<file path="src/rtl/rdpf_pkg.sv">
package rdpf_pkg;

  parameter int unsigned BUF_DEPTH = 4;
  localparam int unsigned PTR_W = $clog2(BUF_DEPTH);
  localparam int unsigned CNT_W = PTR_W + 1;

  localparam logic [4:0] CMD_NOP   = 5'b00000;
  localparam logic [4:0] CMD_FIRST = 5'b00100;
  localparam logic [4:0] CMD_STEPA = 5'b00101;
  localparam logic [4:0] CMD_STEPB = 5'b00110;
  localparam logic [4:0] CMD_QWORD = 5'b00111;

  typedef enum logic [2:0] {
    L_NONE, L_FIRST, L_STEPA, L_STEPB, L_QWORD
  } lastRd_e;

  typedef struct packed {
    logic             oe;
    logic             qword;
    logic [PTR_W-1:0] sel;
  } rdStrobe_t;

endpackage

</file>
<file path="src/rtl/rdpf_ctrl.sv">
module rdpf_ctrl
  import rdpf_pkg::*;
(
  input  logic       clk,
  input  logic       rstN,
  input  logic [4:0] hostCmd,
  output rdStrobe_t  strobe
);

  logic [PTR_W-1:0] rdPtr, nxtPtr, incPtr;
  lastRd_e          lastRd, nxtLast;

  assign incPtr = (rdPtr == PTR_W'(BUF_DEPTH - 1)) ? rdPtr : rdPtr + PTR_W'(1);

  always_comb begin
    nxtPtr       = rdPtr;
    nxtLast      = lastRd;
    strobe.oe    = 1'b0;
    strobe.qword = 1'b0;
    case (hostCmd)
      CMD_FIRST: begin
        nxtPtr    = '0;
        nxtLast   = L_FIRST;
        strobe.oe = 1'b1;
      end
      CMD_STEPA: begin
        if (lastRd == L_FIRST || lastRd == L_STEPB) nxtPtr = incPtr;
        nxtLast   = L_STEPA;
        strobe.oe = 1'b1;
      end
      CMD_STEPB: begin
        if (lastRd == L_STEPA) nxtPtr = incPtr;
        nxtLast   = L_STEPB;
        strobe.oe = 1'b1;
      end
      CMD_QWORD: begin
        nxtLast      = L_QWORD;
        strobe.oe    = 1'b1;
        strobe.qword = 1'b1;
      end
      default: ;
    endcase
    strobe.sel = nxtPtr;
  end

  always_ff @(posedge clk) begin
    if (!rstN) begin
      rdPtr  <= '0;
      lastRd <= L_NONE;
    end else begin
      rdPtr  <= nxtPtr;
      lastRd <= nxtLast;
    end
  end

endmodule

</file>
<file path="src/rtl/rdpf_dpath.sv">
module rdpf_dpath
  import rdpf_pkg::*;
#(
  parameter int unsigned DATA_W = 32
) (
  input  logic                clk,
  input  logic                rstN,
  input  logic                fillClr,
  input  logic                fillValid,
  input  logic [DATA_W-1:0]   fillData,
  input  rdStrobe_t           strobe,
  output logic [2*DATA_W-1:0] hostData,
  output logic                hostOe,
  output logic                pciPar,
  output logic                underrun
);

  logic [DATA_W-1:0] mem [BUF_DEPTH];
  logic [PTR_W-1:0]  wrPtr, wrIdx;
  logic [CNT_W-1:0]  count;
  logic              wrEn, miss;

  assign wrEn  = fillValid && (fillClr || count < CNT_W'(BUF_DEPTH));
  assign wrIdx = fillClr ? '0 : wrPtr;

  for (genvar i = 0; i < BUF_DEPTH; i++) begin : g_entry
    always_ff @(posedge clk) begin
      if (rstN && wrEn && wrIdx == PTR_W'(i)) mem[i] <= fillData;
    end
  end

  always_ff @(posedge clk) begin
    if (!rstN) begin
      wrPtr <= '0;
      count <= '0;
    end else begin
      wrPtr <= wrIdx + PTR_W'(wrEn);
      if (fillClr) count <= CNT_W'(wrEn);
      else         count <= count + CNT_W'(wrEn);
    end
  end

  always_ff @(posedge clk) begin
    if (!rstN)          pciPar <= 1'b0;
    else if (fillValid) pciPar <= ^fillData;
  end

  assign miss = strobe.qword ? (count < CNT_W'(2))
                             : (CNT_W'(strobe.sel) >= count);

  always_ff @(posedge clk) begin
    if (!rstN)                  underrun <= 1'b0;
    else if (fillClr)           underrun <= 1'b0;
    else if (strobe.oe && miss) underrun <= 1'b1;
  end

  always_comb begin
    if (!strobe.oe)        hostData = '0;
    else if (strobe.qword) hostData = {mem[1], mem[0]};
    else                   hostData = {mem[strobe.sel], mem[strobe.sel]};
  end

  assign hostOe = strobe.oe;

endmodule

</file>
<file path="src/rtl/rdpf_top.sv">
module rdpf_top
  import rdpf_pkg::*;
#(
  parameter int unsigned DATA_W = 32
) (
  input  logic                clk,
  input  logic                rstN,
  input  logic                fillClr,
  input  logic                fillValid,
  input  logic [DATA_W-1:0]   fillData,
  input  logic [4:0]          hostCmd,
  output logic [2*DATA_W-1:0] hostData,
  output logic                hostOe,
  output logic                pciPar,
  output logic                underrun
);

  rdStrobe_t strobe;

  rdpf_ctrl u_ctrl (
    .clk     (clk),
    .rstN    (rstN),
    .hostCmd (hostCmd),
    .strobe  (strobe)
  );

  rdpf_dpath #(.DATA_W(DATA_W)) u_dpath (
    .clk       (clk),
    .rstN      (rstN),
    .fillClr   (fillClr),
    .fillValid (fillValid),
    .fillData  (fillData),
    .strobe    (strobe),
    .hostData  (hostData),
    .hostOe    (hostOe),
    .pciPar    (pciPar),
    .underrun  (underrun)
  );

endmodule

</file>
<file path="config.mk">
export PLATFORM = sky130hd
export DESIGN_NAME = rdpf_top
export DESIGN_NICKNAME = d
export VERILOG_FILES = /design/src/rtl/rdpf_pkg.sv /design/src/rtl/rdpf_ctrl.sv /design/src/rtl/rdpf_dpath.sv /design/src/rtl/rdpf_top.sv
export SDC_FILE = /design/constraint.sdc
export NUM_CORES = 1
export LEC_CHECK = 0
export ABC_CLOCK_PERIOD_IN_PS = 3300
export BUFFER_PORTS_ARGS = -buffer_cell sky130_fd_sc_hd__buf_2
export CAP_MARGIN = 10
export CORE_UTILIZATION = 35
export DETAILED_ROUTE_END_ITERATION = 10
export SETUP_SLACK_MARGIN = 0.2
export SYNTH_ARGS = -nofsm -noshare
export SYNTH_HDL_FRONTEND = slang
export SYNTH_SLANG_ARGS = --single-unit
</file>
<file path="constraint.sdc">
create_clock -name clk -period 3.3 [get_ports clk]
set_input_delay 0.66 -clock clk [delete_from_list [all_inputs] [get_ports clk]]
set_output_delay 0.66 -clock clk [all_outputs]
set_load 0.005 [all_outputs]
</file>
==> results.ini, run 1 <==
[run_status]
status=finished, violations left
violations=negative setup slack

[cells_and_area]
nFillCells=1636
drive_above_1_share=0.338
seqCellArea_um2=4080
area_growth_pct=30.2
multi_input_area_um2=2320
fin_util=0.464
fin_nets=636

[detailed_routing]
routedWlPerCell_um=19.1
via_count=4336
routed_via_density=5.21
drc=0
drtPass1Iterations=4
drt-initial-drc-count=231
ant_nets=0
wl_mm=15.9

[logic_synthesis]
syn-num-nets=502
synth-simple-area-share=0.0487
synth_top_family_by_area=compound AO/OA/AOI/OAI gates
synth.most_common_cell=edfxtp_1
yosys.area_share.adder=0.00782
yosysTopAreaCellShare=0.601
yosysTopAreaCell=edfxtp_1
synth_xor_area_frac=0.0466
synth.distinct_cells=40
ys_seq_area_frac=0.638
synth-edff-count=128
synth-main-ff-cell=edfxtp_1
ys_top_cells_by_count=edfxtp_1, mux2i_1, a21o_1
synth-async-reset-ratio=0
ys_warn_count=0
synth_compound_area_frac=0.144
synthMuxAreaShare=0.0892
syn_inst=457
syn_area_um2=6400
synth_seq_cells=140
synthTopCellsByArea=edfxtp_1, mux2i_1, a21o_1
syn_avg_cell_area_um2=14.0

[setup_path]
crit_path_end_kind=output pin
cp.arrival_ns=2.65
cp_max_fo=23
worst-r2r-cell-count=9
criticalPathCategory=in2out
crit_required_ns=2.64
cp-start-kind=input port

[power]
p_sw_uw=930
vdd_drop_max_v=0.000332
switching_share=0.214
p_per_area_nw_per_um2=521
leakagePower_uw=0.00347
p_clk_frac=0.449
p_comb_frac=0.092
power.internal_uw=3410
power_uw=4340
share_seq_of_total_power=0.459

[min_path]
holdPathStages=2
hold_class=in2reg

[place]
dp_hpwl_mm=10.2
place.gp.congestion=0.741
numPortBuffers=107

[grt]
antenna_found_initial=1
grt_use_met3=0.0511
grt_util_all_layers=0.178
grt-ovfl-total=0
met1_usage=0.217
grt_pass1_wl_mm=24.1
use_met2=0.303
grt_pass1_vias=4417
grt_max_degree=37
busiest_layer=met2

[sta]
rsz0062_at_grt=true
max_slew.worst_pin.slew_ns=0.557
hold_viol=0
slew_violations=0
finalClockSkew_ns=0.00623
post-route-period-util=1.00
worst_slack_ns=-0.0116
relSlewSlack=0.628
layout_min_cycle_time_ns=3.31
fmax_mhz=302
setup_viol=2

[cts]
clockBufferDepth=2
tritoncts=yes
cts_num_sinks=140
worstSkewPairLatency_ns=0.42
cts_buffers=17
hold_buffers=0
htreeDepth=4
cts.root.buffer_cell=clkbuf_16
clk_pin_slew_ns=0.06

[die]
rows=49
floorplan.initialDensity=0.356
dieHeight_um=137
die_area_um2=18800
die_x_um=137
ios=108
core_area_um2=18000

[job]
drv_cap=0

per-layer routing:
layer	vias up	share of wire
met5	-	0
met3	14	0.048
met2	119	0.50
met1	2164	0.44
met4	0	0.014
li1	2039	-
registers in the layout, summed over array words and instances (netlist names):
signal            flops
u_dpath.underrun      1
u_dpath.wrPtr         2
u_dpath.count         3
u_dpath.mem         128
u_ctrl.lastRd         3
u_dpath.pciPar        1
u_ctrl.rdPtr          2
worst max-delay path: stages:
cell     delay (ns)
buf_6          0.09
or3b_4         0.41
buf_4          0.16
inv_2          0.05
nand2_1        0.04
a221o_2        0.35
buf_12         0.18
mux2i_2        0.19
nor2_1         0.07
a221o_1        0.30
buf_2          0.14
stage by stage:
| stage | cell area [um^2] | setup slack, ns | setup TNS, ns | hold WS [ns] | std cells |
|---|---|---|---|---|---|
| floorplan | 6400 | 0.209 | 0 | 0.462 | 457 |
| global placement | 7420 | -0.0441 | -0.715 | 0.460 | 795 |
| detailed placement | 7420 | -0.0706 | -1.03 | 0.462 | 795 |
| CTS | 8250 | -0.00000111 | -0.00000111 | 0.429 | 832 |
| global route | 8330 | -0.0762 | -1.79 | 0.440 | 832 |
| finish | 8330 | -0.0116 | -0.0143 | 0.448 | 833 |
final timing paths:
check,from,end,slack (ns)
worst min register to register,u_dpath.underrun,u_dpath.underrun,0.47
worst max register to register,u_ctrl.lastRd[0],u_dpath.underrun,1.02
worst min-delay path,fillValid,u_dpath.pciPar,0.45
worst max-delay path,hostCmd[4],hostData[5],-0.01
cells by family after synthesis:
logic type                 Yosys count
DFF                                140
AOI/OAI and AO/OA                  124
and+or+nand+nor                     66
muxes                               57
xor gates and xnor gates            34
buffers and inverters               32
adders and majority gates            4
power by group through the flow:
stage          Sequential, uW  Clock [uW]  Combinational, uW
6_report                 1990        1950                399
5_1_grt                  2000        2060                435
4_1_cts                  1990        1980                399
3_5_place_dp             2030           0                388
3_3_place_gp             2030           0                383
2_1_floorplan            2030           0                217
what timing repair did:
action,4_1_cts,5_1_grt
gates resized for setup,21,16
setup buffers,3,0
pin swaps,7,0
setup endpoints to repair,64,64
gates cloned,3,0
area by class of cell:
cell class,instances,area share
well taps,229,0.0344
repair buffers,140,0.120
diodes,1,0.000300
flip-flops and latches,140,0.490
multi-input cells,285,0.278
inverters,7,0.00376
clock inverters,13,0.0210
clock buffers,18,0.0515
cells in the final DEF, fill, tap and decap left out, types with 5 or more instances in the layout:
cell	count
nor2_1	33
a221o_1	21
mux2i_2	10
edfxtp_1	128
o22ai_1	12
xnor2_1	30
buf_12	10
nor2b_1	5
inv_1	5
buf_6	6
clkbuf_16	17
a21o_1	45
buf_4	16
dfxtp_1	12
buf_2	105
o22ai_2	10
nand2_1	10
mux2i_1	45
o21ai_0	17
o21ai_1	5
Note: power is estimated with default switching activity, not from simulation.
==> run 2, diff against run 1 <==
CELL_PAD_IN_SITES_DETAIL_PLACEMENT = 0   (was not set)
CELL_PAD_IN_SITES_GLOBAL_PLACEMENT = 1   (was not set)
PLACE_DENSITY_LB_ADDON = 0.1   (was not set)
==> run 2 against run 1 <==
  * The run now ends clean
  * Clock-buffer cell count unchanged
  * Cell count unchanged
  * Worst hold slack improved by 0.0070 ns
  * Clock power shrank 4%
  * Flip-flop and latch count is the same
  * Via count down 0.76%
  * Worst setup slack better by 0.089 ns
  * Core utilization down 0.36 points
  * Design area decreased by 0.77%
  * Sequential share of layout area rose by 0.38 points
  * Critical path type unchanged
  * Largest cell class unchanged
==> results.ini, run 2 (synthesized netlist as in run 1, its figures left out) <==
[run_status]
status=finished, final reports clean  ; was finished, violations left

[place]
place_area_um2=7360  ; was 7420 um^2
numPortBuffers=107  ; unchanged
place_inst=790  ; was 795
dp_hpwl_mm=9.85  ; was 10.2 mm
place.gp.congestion=0.763  ; was 0.741

[die]
floorplan.initialDensity=0.356  ; unchanged
die_area_um2=18800  ; unchanged
core_area_um2=18000  ; unchanged
dieHeight_um=137  ; unchanged
rows=49  ; unchanged
die_x_um=137  ; unchanged
ios=108  ; unchanged

[detailed_routing]
wl_mm=16.2  ; was 15.9 mm
drt-initial-drc-count=187  ; was 231
drc=0  ; unchanged
routedWlPerCell_um=19.4  ; was 19.1 um
drtPass1Iterations=6  ; was 4
ant_nets=0  ; unchanged
via_count=4303  ; was 4336
routed_via_density=5.17  ; was 5.21

[grt]
grt_use_met3=0.0324  ; was 0.0511
grt-ovfl-total=0  ; unchanged
grt_pass1_vias=4221  ; was 4417
grt_max_degree=45  ; was 37
antenna_found_initial=0  ; was 1
grt_pass1_wl_mm=23.5  ; was 24.1 mm
busiest_layer=met2  ; unchanged
grt_util_all_layers=0.174  ; was 0.178
met1_usage=0.216  ; was 0.217
use_met2=0.299  ; was 0.303

[cts]
hold_buffers=0  ; unchanged
htreeDepth=4  ; unchanged
clockBufferDepth=2  ; unchanged
worstSkewPairLatency_ns=0.41  ; was 0.42 ns
clk_pin_slew_ns=0.06  ; about the same
cts_num_sinks=140  ; unchanged
tritoncts=yes  ; unchanged
cts.root.buffer_cell=clkbuf_16  ; unchanged
cts_buffers=17  ; unchanged

[cells_and_area]
reg.largest.list=u_dpath.mem: 128 flops, u_ctrl.lastRd: 3 flops, u_dpath.count: 3 flops  ; unchanged
instances_no_fill=833  ; unchanged
area_growth_pct=29.2  ; was 30.2%
drive_above_1_share=0.320  ; was 0.338
fin_nets=637  ; was 636
final_common_cell=edfxtp_1  ; unchanged
largest_reg_flops=128  ; unchanged
layout_common_cells=edfxtp_1, buf_2, mux2i_1  ; was edfxtp_1, buf_2, mux2i_1, a21o_1, nor2_1
diodes=0  ; was 1
nFillCells=1670  ; was 1636
regMostFlops=u_dpath.mem  ; unchanged
final_area_um2=8260  ; was 8330 um^2

[setup_path]
crit_path_start=hostCmd[4]  ; unchanged
crit_family=compound AO/OA/AOI/OAI gates  ; unchanged
criticalPathCategory=in2out  ; unchanged
crit_chain=buf_6 > or3b_4 > o31a_1 > a31oi_4 > inv_4 > buf_12 > mux2i_1 > o22ai_1 > a21o_1 > buf_2  ; was buf_6 > or3b_4 > buf_4 > inv_2 > nand2_1 > a221o_2 > buf_12 > mux2i_2 > nor2_1 > a221o_1 > buf_2
cp_max_fo=10  ; was 23
critPathBufInv=4  ; was 5
cp_slowest_cell=or3b_4  ; unchanged
cp-start-kind=input port  ; unchanged
crit_path_end_kind=output pin  ; unchanged
timing.rr.start=u_ctrl.lastRd[0]  ; unchanged
cp.arrival_ns=2.56  ; was 2.65 ns
crit_required_ns=2.64  ; about the same
critPathMaxStageDelay_ns=0.42  ; was 0.41 ns

[sta]
relSlewSlack=0.613  ; was 0.628
fin_tns_setup_ns=0  ; was -0.0143 ns
slew_violations=0  ; unchanged
finalClockSkew_ns=0.00534  ; was 0.00623 ns
layout_min_cycle_time_ns=3.22  ; was 3.31 ns
rsz0062_at_grt=true  ; unchanged
post-route-period-util=0.977  ; was 1.00
hold_viol=0  ; unchanged
max_slew.worst_pin.slew_ns=0.580  ; was 0.557 ns
setup_viol=0  ; was 2
fmax_mhz=310  ; was 302 MHz

[power]
leakagePower_uw=0.00348  ; was 0.00347 uW
power_uw=4280  ; was 4340 uW
p_per_area_nw_per_um2=518  ; was 521 nW/um^2
vdd_drop_max_v=0.000342  ; was 0.000332 V

[job]
drv_cap=0  ; unchanged

[min_path]
hold_class=in2reg  ; unchanged
worstHoldStart=fillValid  ; unchanged

==> run 2: changes by cell type in the layout (fill, tap and decap cells not counted), moves of 2 or more <==
cell	previous run	this run
o21ai_0	17	4
mux2i_1	45	55
mux2i_2	10	1
o22ai_1	12	21
o22ai_2	10	1
o21ai_2	0	7
o21ai_1	5	11
clkbuf_16	17	19
clkinvlp_4	2	4
==> run 2: worst reg2reg max path, delay by kind of cell, from the launching register on <==
family,cells,cell delay (ns)
buffers and inverters,2,0.40
AO/OA/AOI/OAI,4,0.94
adder cells (fa/ha/maj),1,0.24
flip-flops,1,0.38
AND/OR/NAND/NOR,1,0.07
==> run 2: stage by stage <==
stage                     setup slack (ns)  utilization  hold slack [ns]
after detailed placement           -0.0432        0.410            0.459
after floorplan                      0.209            -            0.462
after global placement             -0.0274        0.410            0.450
after global routing              -0.00410        0.460            0.461
after CTS                           0.0574        0.454            0.434
final                               0.0774        0.460            0.455
==> run 2: final timing paths <==
path / end / slack, ns / cells after the start
worst max-delay path: hostData[1] / 0.08 / 10
worst min-delay path: u_dpath.pciPar / 0.45 / 2
worst max register to register: u_dpath.underrun / 1.16 / 8
worst min register to register: u_dpath.underrun / 0.47 / 1
==> run 2: layer usage <==
| layer | routed length, um | up-vias |
|---|---|---|
| li1 | - | 2043 |
| met4 | 217 | 0 |
| met2 | 8270 | 100 |
| met5 | 0 | - |
| met1 | 7050 | 2144 |
| met3 | 615 | 16 |
==> run 2: layout make-up <==
| type | count | area, um^2 | area share |
|---|---|---|---|
| multi-input cells | 285 | 2250 | 0.272 |
| inverters | 7 | 28.8 | 0.00348 |
| clock buffers | 18 | 429 | 0.0519 |
| well taps | 229 | 287 | 0.0347 |
| clock inverters | 13 | 151 | 0.0183 |
| repair buffers | 141 | 1040 | 0.126 |
| flip-flops and latches | 140 | 4080 | 0.494 |
==> run 2: timing repair <==
item / 4_1_cts / 5_1_grt
gates cloned: 3 / 2
endpoints found under the setup margin: 64 / 64
pin swaps: 18 / 4
buffers inserted: 6 / 1
resized for setup: 26 / 11
==> run 2: report_power, final <==
part           total (uW)  internal [uW]  switching (uW)
combinational         403            196             207
sequential           1990           1970            17.5
clock                1880           1170             710
==> run 3, diff against run 2 <==
BUFFER_PORTS_ARGS = -buffer_cell sky130_fd_sc_hd__buf_4   (was -buffer_cell sky130_fd_sc_hd__buf_2)
CORE_MARGIN = 1   (was not set)
SKIP_CTS_REPAIR_TIMING = 1   (was not set)
==> run 3 against run 2 <==
  * Wire length up 1.0%
  * Via count decreased by 0.93%
  * Die area is the same
  * Flip-flop and latch count stayed put
  * First-iteration DRC count is 52% higher
  * Register-to-register slack better by 0.02 ns
  * Critical endpoint is now hostData[3]
  * Maximum frequency fell by 0.97%
  * Worst hold slack got worse by 0.023 ns
  * Worst setup slack worse by 0.032 ns
  * Clock-buffer cell count unchanged
==> results.ini, run 3 (synthesized netlist as in run 1, its figures left out) <==
[cts]
worstSkewPairLatency_ns=0.43  ; was 0.41 ns
cts_num_sinks=140  ; unchanged
clk_pin_slew_ns=0.06  ; about the same
tritoncts=yes  ; unchanged
htreeDepth=4  ; unchanged
cts.root.buffer_cell=clkbuf_16  ; unchanged
clockBufferDepth=2  ; unchanged
cts_buffers=17  ; unchanged

[power]
leakagePower_uw=0.00350  ; was 0.00348 uW
switching_share=0.215  ; was 0.219
power.internal_uw=3620  ; was 3340 uW
p_comb_frac=0.095  ; was 0.094
share_seq_of_total_power=0.432  ; was 0.466
p_sw_uw=993  ; was 935 uW
vdd_drop_max_v=0.000369  ; was 0.000342 V
p_per_area_nw_per_um2=538  ; was 518 nW/um^2
p_clk_frac=0.474  ; was 0.440

[place]
numPortBuffers=107  ; unchanged
place.gp.congestion=0.768  ; was 0.763
dp_hpwl_mm=9.73  ; was 9.85 mm

[setup_path]
worst-r2r-cell-count=8  ; unchanged
rr_endpoint=u_dpath.underrun  ; unchanged
crit_chain=buf_4 > or3b_4 > inv_2 > nand2_2 > a221o_2 > buf_12 > mux2i_1 > nor2_1 > a221o_1 > buf_4  ; was buf_6 > or3b_4 > o31a_1 > a31oi_4 > inv_4 > buf_12 > mux2i_1 > o22ai_1 > a21o_1 > buf_2
cp_max_fo=6  ; was 10
cp_slowest_cell=a221o_2  ; was or3b_4
crit_required_ns=2.64  ; about the same
ff2ff_setup_slack_ns=1.18  ; was 1.16 ns
critPathMaxStageDelay_ns=0.43  ; was 0.42 ns
cp.arrival_ns=2.59  ; was 2.56 ns
criticalPathCategory=in2out  ; unchanged
cp-start-kind=input port  ; unchanged
timing.rr.start=u_ctrl.lastRd[0]  ; unchanged
crit_path_end_kind=output pin  ; unchanged
crit_top_cell=buf_4

[cells_and_area]
largest_reg_flops=128  ; unchanged
multi_input_area_um2=2240  ; was 2250 um^2
area_growth_pct=34.0  ; was 29.2%
layout_common_cells=edfxtp_1, buf_4, mux2i_1  ; was edfxtp_1, buf_2, mux2i_1
fin_nets=635  ; was 637
drive_above_1_share=0.320  ; about the same
nFillCells=1627  ; was 1670
reg.largest.list=u_dpath.mem: 128 flops, u_ctrl.lastRd: 3 flops, u_dpath.count: 3 flops  ; unchanged
regMostFlops=u_dpath.mem  ; unchanged
final_common_cell=edfxtp_1  ; unchanged
seqCellArea_um2=4090  ; was 4080 um^2
diodes=0  ; unchanged

[detailed_routing]
routedWlPerCell_um=19.6  ; was 19.4 um
ant_nets=0  ; unchanged
routed_via_density=5.12  ; was 5.17
drc=0  ; unchanged
drtPass1Iterations=5  ; was 6
wl_mm=16.3  ; was 16.2 mm
via_count=4263  ; was 4303
drt-initial-drc-count=284  ; was 187

[sta]
fin_tns_setup_ns=0  ; unchanged
rsz0062_at_grt=true  ; unchanged
holdWs_ns=0.431  ; was 0.455 ns
post-route-period-util=0.986  ; was 0.977
max_slew.worst_pin.slew_ns=0.567  ; was 0.580 ns
hold_viol=0  ; unchanged
layout_min_cycle_time_ns=3.25  ; was 3.22 ns
slew_violations=0  ; unchanged
finalClockSkew_ns=0.00757  ; was 0.00534 ns
setup_viol=0  ; unchanged
relSlewSlack=0.622  ; was 0.613
fmax_mhz=307  ; was 310 MHz

[job]
drv_cap=0  ; unchanged

[min_path]
min_to=u_dpath.pciPar  ; unchanged
worstHoldStart=fillValid  ; unchanged
hold_class=in2reg  ; unchanged
holdPathStages=2  ; unchanged

[die]
die_area_um2=18800  ; unchanged
rows=49  ; unchanged
floorplan.initialDensity=0.356  ; unchanged
ios=108  ; unchanged
core_area_um2=18000  ; unchanged
die_x_um=137  ; unchanged
dieHeight_um=137  ; unchanged

[run_status]
status=finished, final reports clean  ; unchanged

[grt]
grt_pass1_wl_mm=23.6  ; was 23.5 mm
grt_max_degree=45  ; unchanged
grt-ovfl-total=0  ; unchanged
grt_util_all_layers=0.173  ; was 0.174
antenna_found_initial=0  ; unchanged
grt_pass1_vias=4208  ; was 4221

[run 3: changes by cell type in the layout (fill, tap and decap cells not counted), sizes merged]
cell / before / now
buf: 137 / 134
clkinv: 6 / 5
bufbuf: 2 / 0
clkinvlp: 4 / 0
clkbuf: 20 / 23
inv: 7 / 10
bufinv: 3 / 6
[run 3: metal layers]
layer	track usage	share of wire	up-vias
met5	0	0	-
met4	0.0586	0.012	0
met3	0.0386	0.042	15
met2	0.283	0.49	101
met1	0.227	0.46	2107
li1	-	-	2040
[run 3: how the worst max path moves through the flow]
stage / from / end / slack (ns)
final: hostCmd[3] / hostData[3] / 0.05
after floorplan: hostCmd[4] / hostData[48] / 0.21
after global placement: hostCmd[4] / hostData[60] / -0.06
after CTS: hostCmd[4] / hostData[60] / -0.08
after detailed placement: hostCmd[4] / hostData[60] / -0.07
after global routing: hostCmd[3] / hostData[53] / -0.04
[run 3: critical path, delay by kind of cell]
family | cells | cell delay (ns)
AOI/OAI and AO/OA | 2 | 0.70
and+or+nand+nor | 3 | 0.53
buffers and inverters | 4 | 0.53
muxes | 1 | 0.16
[run 3: per-stage QoR]
step | instance area [um^2] | cells | util | setup WS (ns) | total power (uW)
after floorplan | 6400 | 457 | - | 0.209 | 2240
after global placement | 7610 | 789 | 0.424 | -0.0606 | 2450
after detailed placement | 7610 | 789 | 0.424 | -0.0676 | 2450
after CTS | 8280 | 821 | 0.461 | -0.0782 | 4630
after global routing | 8570 | 832 | 0.477 | -0.0417 | 4770
final | 8570 | 832 | 0.477 | 0.0459 | 4620
[run 3: power by group through the flow]
stage	sequential, uW	clock, uW	combinational [uW]
6_report	1990	2190	436
5_1_grt	2000	2290	477
3_5_place_dp	2030	0	420
4_1_cts	1990	2210	422
3_3_place_gp	2030	0	419
2_1_floorplan	2030	0	217
[run 3: layout make-up]
type	instances	area share
sequential	140	0.477
multi-input combinational	285	0.262
timing repair buffer	139	0.147
clock buffer	18	0.0501
tap	229	0.0334
clock inverter	14	0.0280
inverter	7	0.00336
